===== src/rtl/itmr_pkg.sv =====
package itmr_pkg;

  localparam int REG_W    = 32;
  localparam int EN_BIT   = 26;
  localparam int TRAP_LSB = 12;
  localparam int TRAP_W   = 8;
  localparam int PRIO_LSB = 20;
  localparam int PRIO_W   = 4;

  localparam int OFF_CFG    = 'h00;
  localparam int OFF_RELOAD = 'h10;
  localparam int OFF_COUNT  = 'h14;
  localparam int OFF_PERIOD = 'h18;

  typedef struct packed {
    logic startRun;
    logic stopRun;
    logic cfgWr;
    logic reloadWr;
  } itmr_strobe_t;

endpackage


===== src/rtl/itmr_ctrl.sv =====
module itmr_ctrl
  import itmr_pkg::*;
#(
  parameter int ADDR_W        = 8,
  parameter int BUS_PERIOD_NS = 8
) (
  input  logic                clk,
  input  logic                rstN,
  input  logic                wrEn,
  input  logic [ADDR_W-1:0]   addr,
  input  logic                enReq,
  input  logic [TRAP_W-1:0]   cfgTrap,
  input  logic [PRIO_W-1:0]   cfgPrio,
  input  logic [REG_W-1:0]    reloadVal,
  input  logic [REG_W-1:0]    countVal,
  output itmr_strobe_t        strobe,
  output logic                running,
  output logic [REG_W-1:0]    rdData
);

  localparam logic [ADDR_W-1:0] A_CFG    = ADDR_W'(OFF_CFG);
  localparam logic [ADDR_W-1:0] A_RELOAD = ADDR_W'(OFF_RELOAD);
  localparam logic [ADDR_W-1:0] A_COUNT  = ADDR_W'(OFF_COUNT);
  localparam logic [ADDR_W-1:0] A_PERIOD = ADDR_W'(OFF_PERIOD);

  logic cfgHit;

  always_comb begin
    cfgHit          = wrEn && (addr == A_CFG);
    strobe.cfgWr    = cfgHit;
    strobe.startRun = cfgHit && enReq && !running;
    strobe.stopRun  = cfgHit && !enReq;
    strobe.reloadWr = wrEn && (addr == A_RELOAD);
  end

  always_ff @(posedge clk) begin
    if (!rstN) begin
      running <= 1'b0;
    end else if (strobe.startRun) begin
      running <= 1'b1;
    end else if (strobe.stopRun) begin
      running <= 1'b0;
    end
  end

  always_comb begin
    rdData = '0;
    case (addr)
      A_CFG: begin
        rdData[EN_BIT]                     = running;
        rdData[PRIO_LSB +: PRIO_W]         = cfgPrio;
        rdData[TRAP_LSB +: TRAP_W]         = cfgTrap;
      end
      A_RELOAD: rdData = reloadVal;
      A_COUNT:  rdData = countVal;
      A_PERIOD: rdData = REG_W'(BUS_PERIOD_NS);
      default:  rdData = '0;
    endcase
  end

  AST_STOP_BY_WRITE: assert property (@(posedge clk) disable iff (!rstN)
    $fell(running) |-> $past(wrEn && addr == A_CFG && !enReq));

  AST_START_BY_WRITE: assert property (@(posedge clk) disable iff (!rstN)
    $rose(running) |-> $past(wrEn && addr == A_CFG && enReq));

endmodule


===== src/rtl/itmr_datapath.sv =====
module itmr_datapath
  import itmr_pkg::*;
#(
  parameter bit LEGACY_MAP = 1'b0
) (
  input  logic                clk,
  input  logic                rstN,
  input  itmr_strobe_t        strobe,
  input  logic                running,
  input  logic [REG_W-1:0]    wrData,
  output logic [REG_W-1:0]    reloadVal,
  output logic [REG_W-1:0]    countVal,
  output logic [TRAP_W-1:0]   cfgTrap,
  output logic [PRIO_W-1:0]   cfgPrio,
  output logic                irqReq,
  output logic [TRAP_W-1:0]   irqVector,
  output logic [PRIO_W-1:0]   irqPrio
);

  logic [REG_W-1:0]  reloadEff;
  logic              fire;
  logic [TRAP_W-1:0] mappedVec;

  assign reloadEff = (reloadVal == '0) ? REG_W'(1) : reloadVal;
  assign fire      = running && !strobe.stopRun && (countVal == REG_W'(1));

  generate
    if (LEGACY_MAP) begin : g_legacy
      assign mappedVec = cfgTrap;
    end else begin : g_window
      assign mappedVec = {2'b01, cfgTrap[5:0] | {cfgPrio, 2'b00}};
    end
  endgenerate

  always_ff @(posedge clk) begin
    if (!rstN) begin
      reloadVal <= '0;
      cfgTrap   <= '0;
      cfgPrio   <= '0;
    end else begin
      if (strobe.reloadWr) reloadVal <= wrData;
      if (strobe.cfgWr) begin
        cfgTrap <= wrData[TRAP_LSB +: TRAP_W];
        cfgPrio <= wrData[PRIO_LSB +: PRIO_W];
      end
    end
  end

  always_ff @(posedge clk) begin
    if (!rstN) begin
      countVal <= '0;
    end else if (strobe.stopRun) begin
      countVal <= '0;
    end else if (strobe.startRun) begin
      countVal <= reloadEff;
    end else if (running) begin
      countVal <= (countVal <= REG_W'(1)) ? reloadEff : countVal - REG_W'(1);
    end
  end

  always_ff @(posedge clk) begin
    if (!rstN) begin
      irqReq    <= 1'b0;
      irqVector <= '0;
      irqPrio   <= '0;
    end else begin
      irqReq    <= fire;
      irqVector <= fire ? mappedVec : '0;
      irqPrio   <= fire ? cfgPrio : '0;
    end
  end

  AST_IDLE_COUNT_ZERO: assert property (@(posedge clk) disable iff (!rstN)
    !running |-> countVal == '0);

  AST_RUN_COUNT_NONZERO: assert property (@(posedge clk) disable iff (!rstN)
    running |-> countVal != '0);

  AST_REQ_ONLY_RUNNING: assert property (@(posedge clk) disable iff (!rstN)
    irqReq |-> running);

  AST_START_LOADS_RELOAD: assert property (@(posedge clk) disable iff (!rstN)
    $rose(running) |-> countVal == ((reloadVal == '0) ? REG_W'(1) : reloadVal));

  AST_QUIET_SIDEBAND: assert property (@(posedge clk) disable iff (!rstN)
    !irqReq |-> (irqVector == '0 && irqPrio == '0));

  generate
    if (!LEGACY_MAP) begin : g_chk_window
      AST_VECTOR_WINDOW: assert property (@(posedge clk) disable iff (!rstN)
        irqReq |-> irqVector[7:6] == 2'b01);
    end
  endgenerate

endmodule


===== src/rtl/irq_interval_timer.sv =====
module irq_interval_timer
  import itmr_pkg::*;
#(
  parameter int ADDR_W        = 8,
  parameter int BUS_PERIOD_NS = 8,
  parameter bit LEGACY_MAP    = 1'b0
) (
  input  logic              clk,
  input  logic              rstN,
  input  logic              wrEn,
  input  logic [ADDR_W-1:0] addr,
  input  logic [31:0]       wrData,
  output logic [31:0]       rdData,
  output logic              irqReq,
  output logic [7:0]        irqVector,
  output logic [3:0]        irqPrio
);

  itmr_strobe_t      strobe;
  logic              running;
  logic [REG_W-1:0]  reloadVal;
  logic [REG_W-1:0]  countVal;
  logic [TRAP_W-1:0] cfgTrap;
  logic [PRIO_W-1:0] cfgPrio;

  itmr_ctrl #(
    .ADDR_W        (ADDR_W),
    .BUS_PERIOD_NS (BUS_PERIOD_NS)
  ) uCtrl (
    .clk       (clk),
    .rstN      (rstN),
    .wrEn      (wrEn),
    .addr      (addr),
    .enReq     (wrData[EN_BIT]),
    .cfgTrap   (cfgTrap),
    .cfgPrio   (cfgPrio),
    .reloadVal (reloadVal),
    .countVal  (countVal),
    .strobe    (strobe),
    .running   (running),
    .rdData    (rdData)
  );

  itmr_datapath #(
    .LEGACY_MAP (LEGACY_MAP)
  ) uPath (
    .clk       (clk),
    .rstN      (rstN),
    .strobe    (strobe),
    .running   (running),
    .wrData    (wrData),
    .reloadVal (reloadVal),
    .countVal  (countVal),
    .cfgTrap   (cfgTrap),
    .cfgPrio   (cfgPrio),
    .irqReq    (irqReq),
    .irqVector (irqVector),
    .irqPrio   (irqPrio)
  );

endmodule


===== config.mk =====
export PLATFORM = sky130hd
export DESIGN_NAME = irq_interval_timer
export DESIGN_NICKNAME = d
export VERILOG_FILES = /design/src/rtl/itmr_pkg.sv /design/src/rtl/itmr_ctrl.sv /design/src/rtl/itmr_datapath.sv /design/src/rtl/irq_interval_timer.sv
export SDC_FILE = /design/constraint.sdc
export NUM_CORES = 1
export LEC_CHECK = 0
export BUFFER_PORTS_ARGS = -buffer_cell sky130_fd_sc_hd__clkbuf_2
export CORE_ASPECT_RATIO = 0.75
export CORE_MARGIN = 2
export CORE_UTILIZATION = 56
export DETAILED_ROUTE_END_ITERATION = 16
export PLACE_DENSITY = 0.8
export SETUP_SLACK_MARGIN = 0.5
export SYNTH_ARGS = -nofsm -noshare
export SYNTH_HDL_FRONTEND = slang
export SYNTH_SLANG_ARGS = --single-unit

===== constraint.sdc =====
create_clock -name clk -period 3.1 [get_ports clk]
set_clock_uncertainty 0.05 [all_clocks]
set_input_delay 0.465 -clock clk [delete_from_list [all_inputs] [get_ports clk]]
set_output_delay 0.465 -clock clk [all_outputs]
set_load 0.005 [all_outputs]

# Yosys cells after proc, flatten, opt, wreduce, memory -nomap -nowiden
# Cells that the tools add are included.
# W data, S select, Z words.
[word_totals]
reg_bits = 90
in_bits = 43
out_inout_bits = 45
word_cells = 45
[op_classes]
n_addsub = 1
magnitude_cmp = 1
n_eq_ne = 4
muxes = 12
bitwise = 2
n_reduce_logical = 16
[ops]
columns = ["cell", "n"]
rows = [
  ["$mux W32", 4],
  ["$pmux W12 S3", 2],
  ["$eq A32 B1 Y1 const B", 1],
  ["$le A32 B1 Y1 const B", 1],
  ["$logic_not A32 Y1", 1],
  ["$sub A32 B1 Y32 const B", 1],
  ["$eq A8 B5 Y1 const B", 3],
  ["$pmux W5 S2", 1],
  ["$logic_not A8 Y1", 1],
  ["$logic_and A1 B1 Y1", 7],
  ["$mux W7", 1],
  ["$or A6 B6 Y6", 1],
  ["$pmux W2 S2", 1],
  ["$reduce_bool A2 Y1", 2],
  ["$logic_not A1 Y1", 3],
  ["$pmux W1 S3", 1],
  ["$mux W1", 2],
  ["$reduce_and A2 Y1", 1],
  ["$reduce_or A2 Y1", 1],
  ["$not A1 Y1", 1],
]

# Longest topological paths before layout
[logic_depth]
depth_word = 7
ltp_mapped = 10

# Hierarchy
# From an unflattened synthesis, not the netlist that was laid out.
[hier_totals]
cells_unflattened = 533
hier_area_um2 = 4752.1
[modules_own_cells]
columns = ["mod", "instances", "cells_each", "area_each_um2", "seq_area_each_um2"]
rows = [
  ["itmr_datapath", 1, 445, 4080.2, 1741.7],
  ["itmr_ctrl", 1, 88, 671.9, 20.0],
]

# Worst setup path after synthesis
# Ideal clock, no wire load.
[synth_path]
kind = "input -> register"
start = "input addr[1]"
end = "register uPath.countVal[20]"
setup_ns = 0.070
arrival_ns = 2.330
required_time_ns = 2.980
slack_ns = 0.650
stages = 7
path_buffers = 2
cell_sequence = "or4_1 > nor3_2 > a21o_1 > clkbuf_1 > clkbuf_1 > nand3_1 > a21oi_1"
[synth_via]
elab_chain_len = 5
elab_cells_between_ends = 8
cone_classes = "mux: 1; reduce/logical: 7"
[synth_lines]
columns = ["element", "line_no", "text"]
rows = [
  ["from (decl)", "irq_interval_timer.sv:11", "input logic [ADDR_W-1:0] addr,"],
  ["$logic_not A8 Y1 (*)", "itmr_ctrl.sv:29", "cfgHit = wrEn && (addr == A_CFG);"],
  ["$logic_and A1 B1 Y1 (*)", "itmr_ctrl.sv:29", ""],
  ["$logic_and A1 B1 Y1 (2 in a row)", "itmr_ctrl.sv:31", "strobe.startRun = cfgHit && enReq && !running;"],
  ["$mux W32 / $reduce_bool A2 Y1 (equally long branches)", "n/a", ""],
  ["to (signal assigned)", "itmr_datapath.sv:55", "countVal <= reloadEff;"],
  ["to (signal assigned)", "itmr_datapath.sv:57", "countVal <= (countVal <= REG_W'(1)) ? reloadEff : countVal - REG_W'(1);"],
  ["to (decl)", "itmr_datapath.sv:12", "output logic [REG_W-1:0] countVal,"],
]
# Every way passes the cells marked *; elsewhere a longest branch is shown, timed or not.
# A chain may end at the register's enable or synchronous reset.

# Worst setup path in the final report
[layout_path]
start = "register uPath.countVal[24]"
end = "register uPath.countVal[5]"
[layout_via]
elab_chain_len = 4
[layout_lines]
columns = ["element", "line_no", "text"]
rows = [
  ["$le A32 B1 Y1", "itmr_datapath.sv:57", ""],
  ["$mux W32", "itmr_datapath.sv:57", ""],
  ["$mux W32", "itmr_datapath.sv:56", "end else if (running) begin"],
  ["$mux W32", "itmr_datapath.sv:54", "end else if (strobe.startRun) begin"],
]
# Every way passes these cells. The select of a mux whose other input is x is not followed.

==> out/summary.txt <==
status = finished, final reports clean
Syn. warnings = 0
DR vias/cell = 6.506
antenna violations before repair = 0
via count = 5075
Slew @ Worst Pin = 633.5 ps
clock buffer count from CTS = 9
final setup fails = 0
layout cell share with drive strength beyond 1 = 22.96%
syn_area_per_cell = 7.898 um2
Finished Cell Area = 5608 um2
root buf cell = clkbuf_8
Crit. End Element = flop
Final Slew Violations = 0
Syn Inst Count = 596
most common cell after layout, fill and taps aside = nand2_1
CTS tree = yes
Post-Syn Area = 4707 um2
Post-CTS Hold Fix Bufs = 0
post-synth top area share = 37.43%
placer congestion estimate = 0.9741
DRC viols = 0
Seq/Total Area, Yosys = 37.43%
area grow syn2layout = 19.14%
worst hold start = wrData[10]
largest net degree at the start of global routing = 32
setup TNS = 0 ps
Sinks on Clock Net = 88
Yosys top cell by area = dfxtp_1
Post-synth EDFFs = 0
Core Box Area = 8023 um2
Tot Pwr = 2.246 mW
Antenna Cells = 0
final worst-path cycle share = 83.42%
die width = 109.9 um
hold depth = 3
Initial Util = 58.67%
Static Leak = 2.241 nW
IO Pins = 88
post-layout util = 69.90%
Slew headroom = 57.61%
ANT nets after route = 0
synth unique cells = 59
Net Count, Synth = 641
RSZ-0062 raised after global routing = yes
WHS Endpoint = uPath.reloadVal[10]
GRT Util Overall = 34.05%
most frequent cells in the layout = 112 x nand2_1, 88 x dfxtp_1, 86 x clkbuf_2
die extent in y = 83.40 um
Worst Reg2Reg Path Length in Cells = 7
async set-reset flop share out of synthesis = 0%
prevailing post-synth register cell = dfxtp_1
Synth area leaders = dfxtp_1 37%, nand2_1 8.9%, a21boi_0 7.0%
critical path class = reg -> reg
placed inst area = 5283 um2
CTS max path bufs = 2
worst vdd ir = 0.0003330 V
crit path max fanout = 7
initial DRC count = 555
H-tree Lvls = 3
number of port buffers = 86
Critical R2R Launch = uPath.countVal[24]
Max Clk Rate = 386.7 MHz
num rows = 28
vias in the first global route = 4666
Hold Vio Cnt, Final = 0
clk slew on worst S/H paths = 100 ps
dpl cells = 762
Final min period = 2586 ps
Synth Register Bits = 88
Critical Path Start Type = flop
Critical Path RT = 3360 ps
Worst R2R Setup Slack = 510 ps
DRT Pass-1 Iters = 6
NumNets Final = 715
Worst Path Arrival = 2850 ps
Pwr per Cell Area = 400.6 nW/um2
DRT Wirelength = 15220 um
Worst-Skew Late Latency = 380 ps
total grt overflow = 0
Die Area = 9162 um2
Min-Delay Path Class = in -> reg
final non-filler cell total = 780
Max-Cap Viols = 0
Worst R2R End = uPath.countVal[5]
DP HPWL = 10860 um
post-DR wirelength/cell = 19.52 um
first-pass GRT wire length = 24330 um
==> per-stage QoR <==
step	hold slack (ps)	worst slack, ps
finish	257.3	514.1
global route	268.6	473.0
CTS	257.1	507.5
detailed placement	405.3	348.9
global placement	403.9	421.6
floorplan	393.0	649.8
==> sequential cells by signal (all words and copies together) (netlist names) <==
name / cells
uPath.countVal: 32
uPath.reloadVal: 32
uPath.irqPrio: 4
uPath.irqVector: 6
uCtrl.running: 1
uPath.cfgTrap: 8
uPath.cfgPrio: 4
uPath.irqReq: 1
==> synthesized netlist by cell type (all sizes together) (3+ instances only) <==
master    n
xnor2     8
and3      5
or3       4
o31ai     3
inv      18
mux2i     4
a31oi     8
nand3    19
nand4     9
a211o     3
xor2      5
a222oi   14
dfxtp    88
a22o     18
o21ai    20
buf       7
a22oi    11
o22ai     3
o211ai    5
a21boi   44
nor2     22
a211oi    7
nand2   112
or4      12
a21oi    22
o21a      5
nor3     14
nor4     23
nand4b    3
clkbuf   45
and2      7
nand2b    3
==> how the worst max path moves through the flow <==
stage	depth (start not counted)	startpoint	slack, ps	endpoint
after floorplan	7	addr[1]	650	uPath.countVal[20]
after global placement	7	addr[1]	420	uPath.countVal[18]
after detailed placement	7	addr[2]	350	uPath.countVal[31]
after CTS	8	uPath.countVal[0]	510	uPath.countVal[20]
after global routing	6	uPath.countVal[24]	470	uPath.countVal[28]
final	7	uPath.countVal[24]	510	uPath.countVal[5]
==> final cells by class <==
class / instances / area, um2
Sequential cell: 88 / 1762
Clock buffer: 9 / 123.9
Clock inverter: 7 / 126.4
Inverter: 18 / 67.56
Tap cell: 105 / 131.4
Timing Repair Buffer: 115 / 664.4
Multi-Input combinational cell: 438 / 2733
Fill cell: 684 / 2415
==> kinds of logic (layout without fill, tap and decap cells) <==
logic type               after synthesis  in the layout  synth area share (%)
adder cells (fa/ha/maj)                2              2                0.5315
AND/OR/NAND/NOR                      243            243                 25.60
XOR/XNOR                              13             13                 2.419
multiplexers                           5              5                 1.090
buffers and inverters                 70            149                 6.060
AO/OA/AOI/OAI                        174            174                 26.79
other                                  1              1               0.07967
flip-flops                            88             88                 37.43
==> repair_timing <==
| item | 4_1_cts | 5_1_grt |
|---|---|---|
| gates cloned | 0 | 0 |
| pin swaps | 1 | 0 |
| hold endpoints to repair | 0 | 0 |
| buffers inserted | 2 | 0 |
| setup endpoints to repair | 14 | 36 |
| resized for setup | 4 | 9 |
==> worst max-delay path: stages, from the launching register on <==
cell	delay, ps
dfxtp_1	350
or4_4	560
or4_4	580
o31a_1	390
nor2_4	120
buf_4	200
a32oi_1	110
a21oi_1	160
==> report_power, final <==
group | internal [mW] | switching, mW
registers | 1.13 | 0.00138
clock network | 0.547 | 0.466
logic | 0.0438 | 0.0575
==> per-layer routing <==
metal,share of wire [%],wire length (um),GRT usage (%),vias to the layer above
met1,44,6656,50.61,2404
met3,11,1679,6.986,18
met2,44,6703,50.36,314
met4,1.2,183,7.480,0
li1,-,-,-,2339
met5,0,0,0,-
Power figures use the tool's default switching activity.
